===== config.mk =====
export PLATFORM = sky130hd
export DESIGN_NAME = muldiv_seq
export DESIGN_NICKNAME = d
export VERILOG_FILES = /design/src/rtl/muldiv_seq.sv
export SDC_FILE = /design/constraint.sdc
export NUM_CORES = 2
export LEC_CHECK = 0
export BUFFER_PORTS_ARGS = -buffer_cell sky130_fd_sc_hd__buf_2
export CORE_ASPECT_RATIO = 2
export CORE_MARGIN = 3
export CORE_UTILIZATION = 35
export DETAILED_ROUTE_END_ITERATION = 6
export GPL_TIMING_DRIVEN = 0
export PLACE_DENSITY = 0.61
export SLEW_MARGIN = 30
export SYNTH_ARGS = -nofsm -noshare
export SYNTH_HDL_FRONTEND = slang
export SYNTH_SLANG_ARGS = --single-unit

===== constraint.sdc =====
create_clock -name clk -period 120.5 [get_ports clk]
set_input_delay 6.025 -clock clk [delete_from_list [all_inputs] [get_ports clk]]
set_output_delay 6.025 -clock clk [all_outputs]
set_load 0.05 [all_outputs]

===== src/rtl/muldiv_seq.sv =====
module muldiv_seq #(
  parameter int DW   = 16,
  parameter int NREG = 8
) (
  input  logic                    clk,
  input  logic                    rst_n,
  input  logic                    start,
  input  logic                    op_div,
  input  logic [$clog2(NREG)-1:0] ra,
  input  logic [$clog2(NREG)-1:0] rb,
  input  logic [$clog2(NREG)-1:0] rc,
  output logic                    rd_en,
  output logic [$clog2(NREG)-1:0] rd_addr,
  input  logic [DW-1:0]           rd_data,
  output logic                    wr_en,
  output logic [$clog2(NREG)-1:0] wr_addr,
  output logic [DW-1:0]           wr_data,
  output logic                    busy,
  output logic                    done,
  output logic                    div_zero,
  output logic                    div_ovf
);
  localparam int AW = $clog2(NREG);
  localparam logic [AW-1:0] HI_REG = '0;

  typedef enum logic [2:0] {S_IDLE, S_T3, S_T4, S_T5, S_T6, S_T7} step_t;
  step_t st;

  logic          div_q;
  logic [AW-1:0] ra_q, rb_q, rc_q;
  logic [DW-1:0] a_buf, ah_buf, c_buf, ch_buf;

  logic [2*DW-1:0] dividend, quot, rem, prod;
  assign dividend = {ah_buf, a_buf};
  assign quot     = (rd_data == '0) ? '1 : dividend / {{DW{1'b0}}, rd_data};
  assign rem      = (rd_data == '0) ? '0 : dividend % {{DW{1'b0}}, rd_data};
  assign prod     = {{DW{1'b0}}, a_buf} * {{DW{1'b0}}, rd_data};

  assign busy = (st != S_IDLE);

  always_comb begin
    rd_en   = 1'b0;
    rd_addr = '0;
    wr_en   = 1'b0;
    wr_addr = '0;
    wr_data = '0;
    done    = 1'b0;
    case (st)
      S_T3: begin
        rd_en   = 1'b1;
        rd_addr = rb_q;
      end
      S_T4: begin
        rd_en   = 1'b1;
        rd_addr = div_q ? HI_REG : rc_q;
      end
      S_T5: begin
        if (div_q) begin
          rd_en   = 1'b1;
          rd_addr = rc_q;
        end else begin
          wr_en   = 1'b1;
          wr_addr = HI_REG;
          wr_data = ch_buf;
        end
      end
      S_T6: begin
        wr_en   = 1'b1;
        wr_addr = ra_q;
        wr_data = c_buf;
        done    = !div_q;
      end
      S_T7: begin
        wr_en   = 1'b1;
        wr_addr = HI_REG;
        wr_data = ch_buf;
        done    = 1'b1;
      end
      default: ;
    endcase
  end

  always_ff @(posedge clk) begin
    if (!rst_n) begin
      st       <= S_IDLE;
      div_q    <= 1'b0;
      ra_q     <= '0;
      rb_q     <= '0;
      rc_q     <= '0;
      a_buf    <= '0;
      ah_buf   <= '0;
      c_buf    <= '0;
      ch_buf   <= '0;
      div_zero <= 1'b0;
      div_ovf  <= 1'b0;
    end else begin
      case (st)
        S_IDLE: if (start) begin
          st       <= S_T3;
          div_q    <= op_div;
          ra_q     <= ra;
          rb_q     <= rb;
          rc_q     <= rc;
          div_zero <= 1'b0;
          div_ovf  <= 1'b0;
        end
        S_T3: begin
          a_buf <= rd_data;
          st    <= S_T4;
        end
        S_T4: begin
          if (div_q) ah_buf <= rd_data;
          else {ch_buf, c_buf} <= prod;
          st <= S_T5;
        end
        S_T5: begin
          if (div_q) begin
            if (rd_data == '0) begin
              c_buf    <= '1;
              ch_buf   <= a_buf;
              div_zero <= 1'b1;
            end else begin
              c_buf   <= quot[DW-1:0];
              ch_buf  <= rem[DW-1:0];
              div_ovf <= (quot[2*DW-1:DW] != '0);
            end
          end
          st <= S_T6;
        end
        S_T6: st <= div_q ? S_T7 : S_IDLE;
        S_T7: st <= S_IDLE;
        default: st <= S_IDLE;
      endcase
    end
  end

  AST_ONE_TRANSFER: assert property (@(posedge clk) disable iff (!rst_n)
    !(rd_en && wr_en));
  AST_TWO_WRITES: assert property (@(posedge clk) disable iff (!rst_n)
    done |-> (wr_en && $past(wr_en)));
  AST_TAKE_START: assert property (@(posedge clk) disable iff (!rst_n)
    (start && !busy) |=> busy);
  AST_IGNORE_BUSY: assert property (@(posedge clk) disable iff (!rst_n)
    (busy && $past(busy)) |-> ($stable(ra_q) && $stable(div_q)));
  AST_FLAG_EXCL: assert property (@(posedge clk) disable iff (!rst_n)
    !(div_zero && div_ovf));
  AST_MUL_NOFLAG: assert property (@(posedge clk) disable iff (!rst_n)
    (busy && !div_q) |-> (!div_zero && !div_ovf));
  AST_DONE_ENDS: assert property (@(posedge clk) disable iff (!rst_n)
    done |=> !busy);
endmodule


## Word level (Yosys, flattened, before mapping)

Index checks and enable logic that the tools add are counted.

- Eq/ne operators: 10
- Multiply operators: 1
- Multiplexer cells: 30
- Reduce and logical (&&, ||, !) cells: 14
- Divide/modulo/power cells: 2

Operators by type and width:

| cell | count |
|---|---|
| 2-to-1 mux 16 bit | 7 |
| one-hot mux 16 bit (2 select lines) | 2 |
| one-hot mux 16 bit (3 select lines) | 1 |
| divider 32 x 16 -> 32 bit | 1 |
| modulo 32 x 16 -> 32 bit | 1 |
| multiplier 16 x 16 -> 32 bit | 1 |
| 2-to-1 mux 32 bit | 1 |
| zero test 16 bit | 1 |
| nonzero test 16 bit | 1 |
| 2-to-1 mux 3 bit | 5 |
| one-hot mux 3 bit (5 select lines) | 1 |
| inequality test 2 bit, second input constant | 5 |
| one-hot mux 1 bit (2 select lines) | 5 |
| one-hot mux 3 bit (3 select lines) | 1 |
| AND reduction 4 bit | 2 |
| 2-to-1 mux 1 bit | 7 |
| equality test 3 x 2 -> 1 bit, second input constant | 2 |
| equality test 3 bit, second input constant | 2 |
| AND reduction 2 bit | 2 |
| nonzero test 2 bit | 2 |
| OR reduction 2 bit | 2 |
| equality test 3 x 1 -> 1 bit, second input constant | 1 |
| zero test 3 bit | 1 |
| AND reduction 3 bit | 1 |
| 2 further kinds | 2 |

- Register bits: 79
- Output and inout bits: 28
- Bits of input ports: 29

## Longest topological paths before layout

- Depth in word-level cells: 6
- Depth in mapped cells: 465
- Mapped depth without buffers: 428

## Worst setup path after synthesis

OpenSTA, ideal clock, no wires.

- Kind: input to register
- From: in rd_data[0]
- To: reg ch_buf[13]
- Setup time: 75 ps
- Data arrival time: 97677 ps
- Slack: 22748 ps
- Stages on the path: 444
- Path buffers: 46
- Cell sequence: inv_1 -> ha_1 -> nor4b_1 -> and3_1 -> a41o_1 -> a31o_2 -> nand2_1 -> inv_1 -> ha_1 -> o21a_1 -> o21ai_0 -> o21ai_0 -> o31ai_1 -> ha_1 -> o21a_1 -> o31a_1 -> nand2_1 -> mux2_2 -> (+408 left out) -> o21bai_1 -> a21oi_1 -> nor2b_1 -> o21a_1 -> o21a_1 -> o21a_1 -> o21a_1 -> o21a_1 -> o31a_1 -> o21ai_0 -> nand4b_1 -> nor3_1 -> nand3_1 -> nor4b_4 -> o211a_1 -> buf_6 -> mux2_1 -> o22ai_1

- Word-level cells in the longest chain between the ends: 4

Ends and longest elaborated chain:

| what | line | source |
|---|---|---|
| from (decl) | 14 | `input logic [DW-1:0] rd_data,` |
| modulo 32 x 16 -> 32 bit / zero test 16 bit (equally long branches) | 36, 118 |  |
| 2-to-1 mux 16 bit | 118 | `if (rd_data == '0) begin` |
| 2-to-1 mux 16 bit | 117 | `if (div_q) begin` |
| one-hot mux 16 bit (2 select lines) * | 97 | `case (st)` |
| to (signal assigned) | 113 | `else {ch_buf, c_buf} <= prod;` |
| to (signal assigned) | 120 | `ch_buf <= a_buf;` |
| to (signal assigned) | 124 | `ch_buf <= rem[DW-1:0];` |
| to (decl) | 31 | `logic [DW-1:0] a_buf, ah_buf, c_buf, ch_buf;` |

Every way passes the cells marked *; elsewhere a longest branch is shown, timed or not. The select of a mux whose other input is x is not followed.
A chain may end at the register's enable or synchronous reset.

## Worst setup path after layout

Same ends and word-level chain as after synthesis.

==> reports/results.ini <==
[status]
status=complete, no violations

[global_routing]
gr-usage-all-layers_pct=23.7
grt_pass1_wl_um=191000
grt_start_max_net_pins=38
grt_pass1_vias=36100
grt_antenna_before_repair=5
grt_overflow=0

[critical_path]
worst_path_max_delay_cell=or4_1
rr_worst_depth=444
cp_num_buf_inv=60
rr_startpoint=a_buf[12]
crit_required_ns=120.81
cp-start-kind=input port
cpPeakStageDelay_ns=0.59
worstSetupEndpointType=register
critPathMaxFanout=37
reg2reg_slack_ns=12.79
worstSetupPathType=input port to register
reg2reg_to=ch_buf[13]
crit_family=compound AO/OA/AOI/OAI gates
critPathArrivalTime_ns=113.13
crit_top_cell=o21a_1

[floorplan]
die_h_um=449
start_util_pct=35.5
rows=161
core_um2=96900
ioPinCount=57
die_w_um=228
dieArea_um2=102000

[final_layout]
postLayoutCoreUtil_pct=38.1
syn_to_final_growth_pct=7.35
layout-drive-gt1-share_pct=7.78
final_nets=5408
fillers=10300
stdcell_count=5995

[timing]
fmax_mhz=8.86
drv_slew=0
setup_viol=0
tns_ns=0
hold_violations=0
period_needed_ns=112.83
max_slew_margin_pct=33.2
fin_skew_ns=0.0112
worst_pin_slew_ns=1.00
post-route-period-util_pct=93.6

[detailed_routing]
wire_per_inst_um=20.4
wirelength_um=122000
via_per_inst=5.90
vias=35400
drt_first_pass_iters=6
detail_route.iter0.violations=2001
drc=0
antenna_left=0

[synthesis]
ys_dominant_reg_cell=dfxtp_1
yosysSeqAreaShare_pct=4.60
synth.net_count=5339
ys_ff_latch=79
ys_types=125
synthesis.area_um2=34300
postSynthAreaPerCell_um2=7.44
synth_edf_count=0
async_flop_share_pct=0
synthCells=4615
ys_warn_count=0

[clock_network]
clockRootBuffer=clkbuf_16
insertion_delay_ns=0.38
clock_sinks=79
cts_inserted_buffers=9
cts.path.max_buffers=2
hold_buffers=0
cts_resized=0
htreeDepth=3
cts_setup_buffers=0
clkSlewWorstSetupHoldPaths_ns=0.07
cts_tree=done

[worst_hold_path]
hold_start=ra_q[2]
holdPathStages=2
hold_end=ra_q[2]
hold_class=register to register

[placed_design]
dp.cells=5977
hpwl_um=102000
numPortBuffers=49
place.gp.congestion=0.967

[job]
cap_violations=0

==> metrics by stage <==
step	setup WS [ns]	hold WS, ns	area, um2
2_1_floorplan	22.75	0.432	34300
3_3_place_gp	1.76	0.439	36200
3_5_place_dp	2.56	0.444	36400
4_1_cts	2.53	0.453	36700
5_1_grt	-0.121	0.477	36900
6_report	7.67	0.448	36900
==> tightest hold or removal path, delay by kind of cell (launching register included) <==
family | cells | cell delay [ns]
flip-flops | 1 | 0.30
AO/OA/AOI/OAI | 1 | 0.05
AND/OR/NAND/NOR | 1 | 0.05
==> cells in the final DEF, fill, tap and decap left out, drive strengths merged, types with 79 or more instances in the layout <==
cell,instances
dfxtp,79
xor2,87
ha,500
o31ai,134
fa,195
xnor2,133
o21ai,187
clkbuf,167
nor3,251
buf,103
nand2,579
a21o,98
a21oi,290
nor2,360
inv,309
o21a,206
mux2,106
==> cell families (layout without fill, tap and decap cells) <==
family / after synthesis / after routing / share of synthesized area [%]
other: 0 / 2 / 0
muxes: 154 / 154 / 4.99
DFF: 79 / 79 / 4.60
xor gates and xnor gates: 220 / 220 / 5.61
AOI/OAI and AO/OA: 1296 / 1296 / 26.3
buffers and inverters: 512 / 586 / 5.77
adders and majority gates: 697 / 697 / 29.6
and+or+nand+nor: 1657 / 1657 / 23.1
==> layer usage <==
metal	global-route usage, %	vias to the layer above	share of wire [%]
met2	45.4	1062	53
met3	2.46	478	4.3
met1	23.3	16900	34
met4	16.7	2	8.6
met5	0	-	0.0090
li1	-	16900	-
==> sequential cells by signal (all words and copies together), names as in the netlist <==
register	flops
st	3
ch_buf	16
ra_q	3
div_q	1
rb_q	3
rc_q	3
ah_buf	16
div_ovf	1
a_buf	16
div_zero	1
c_buf	16
==> area by class of cell <==
type	count	area [um2]	share of cell area, %
flip-flops and latches	79	1580	4.29
well taps	1304	1630	4.42
diodes	2	5.00	0.0136
multi-input cells	4024	30900	83.8
clock inverters	7	65.1	0.176
repair buffers	58	440	1.19
clock buffers	9	225	0.611
inverters	309	1170	3.17
plain buffers	203	852	2.31
==> synth_stat cells, types with 15 or more instances <==
cell / count / area share (%)
nand3_1: 77 / 1.1
o21bai_1: 29 / 0.63
a21oi_1: 289 / 4.2
nor2b_1: 42 / 0.76
mux2_2: 93 / 3.0
xor2_1: 87 / 2.2
nor2_1: 359 / 3.9
a211o_1: 15 / 0.38
mux2i_1: 44 / 1.3
nand2_1: 576 / 6.3
fa_1: 195 / 11
o21a_1: 206 / 4.5
nor4_1: 31 / 0.56
and3_1: 27 / 0.49
a211oi_1: 34 / 0.74
clkbuf_1: 155 / 1.7
buf_2: 18 / 0.26
o21ai_0: 167 / 2.4
or2_2: 33 / 0.60
o31ai_1: 132 / 2.9
nand2b_1: 34 / 0.62
and2_1: 62 / 1.1
a21o_1: 98 / 2.1
xnor2_1: 133 / 3.4
or3_1: 43 / 0.78
dfxtp_1: 79 / 4.6
nor3_1: 246 / 3.6
a31oi_1: 23 / 0.42
buf_1: 23 / 0.25
ha_1: 500 / 18
inv_1: 303 / 3.3
a22o_1: 23 / 0.59
o211ai_1: 47 / 1.0
nand4_1: 36 / 0.66
o21ai_1: 18 / 0.26
==> how the worst max path moves through the flow <==
stage	startpoint	end	slack, ns	depth (start not counted)
floorplan	rd_data[0]	ch_buf[13]	22.75	444
global placement	rd_data[0]	ch_buf[13]	1.76	444
detailed placement	rd_data[0]	ch_buf[9]	2.56	446
CTS	rd_data[0]	ch_buf[13]	2.53	446
global route	rd_data[0]	ch_buf[13]	-0.12	448
finish	rd_data[0]	ch_buf[13]	7.67	446
Power is not shown: default switching activity piles up to over one toggle a cycle in this logic, so the estimate is an artifact.
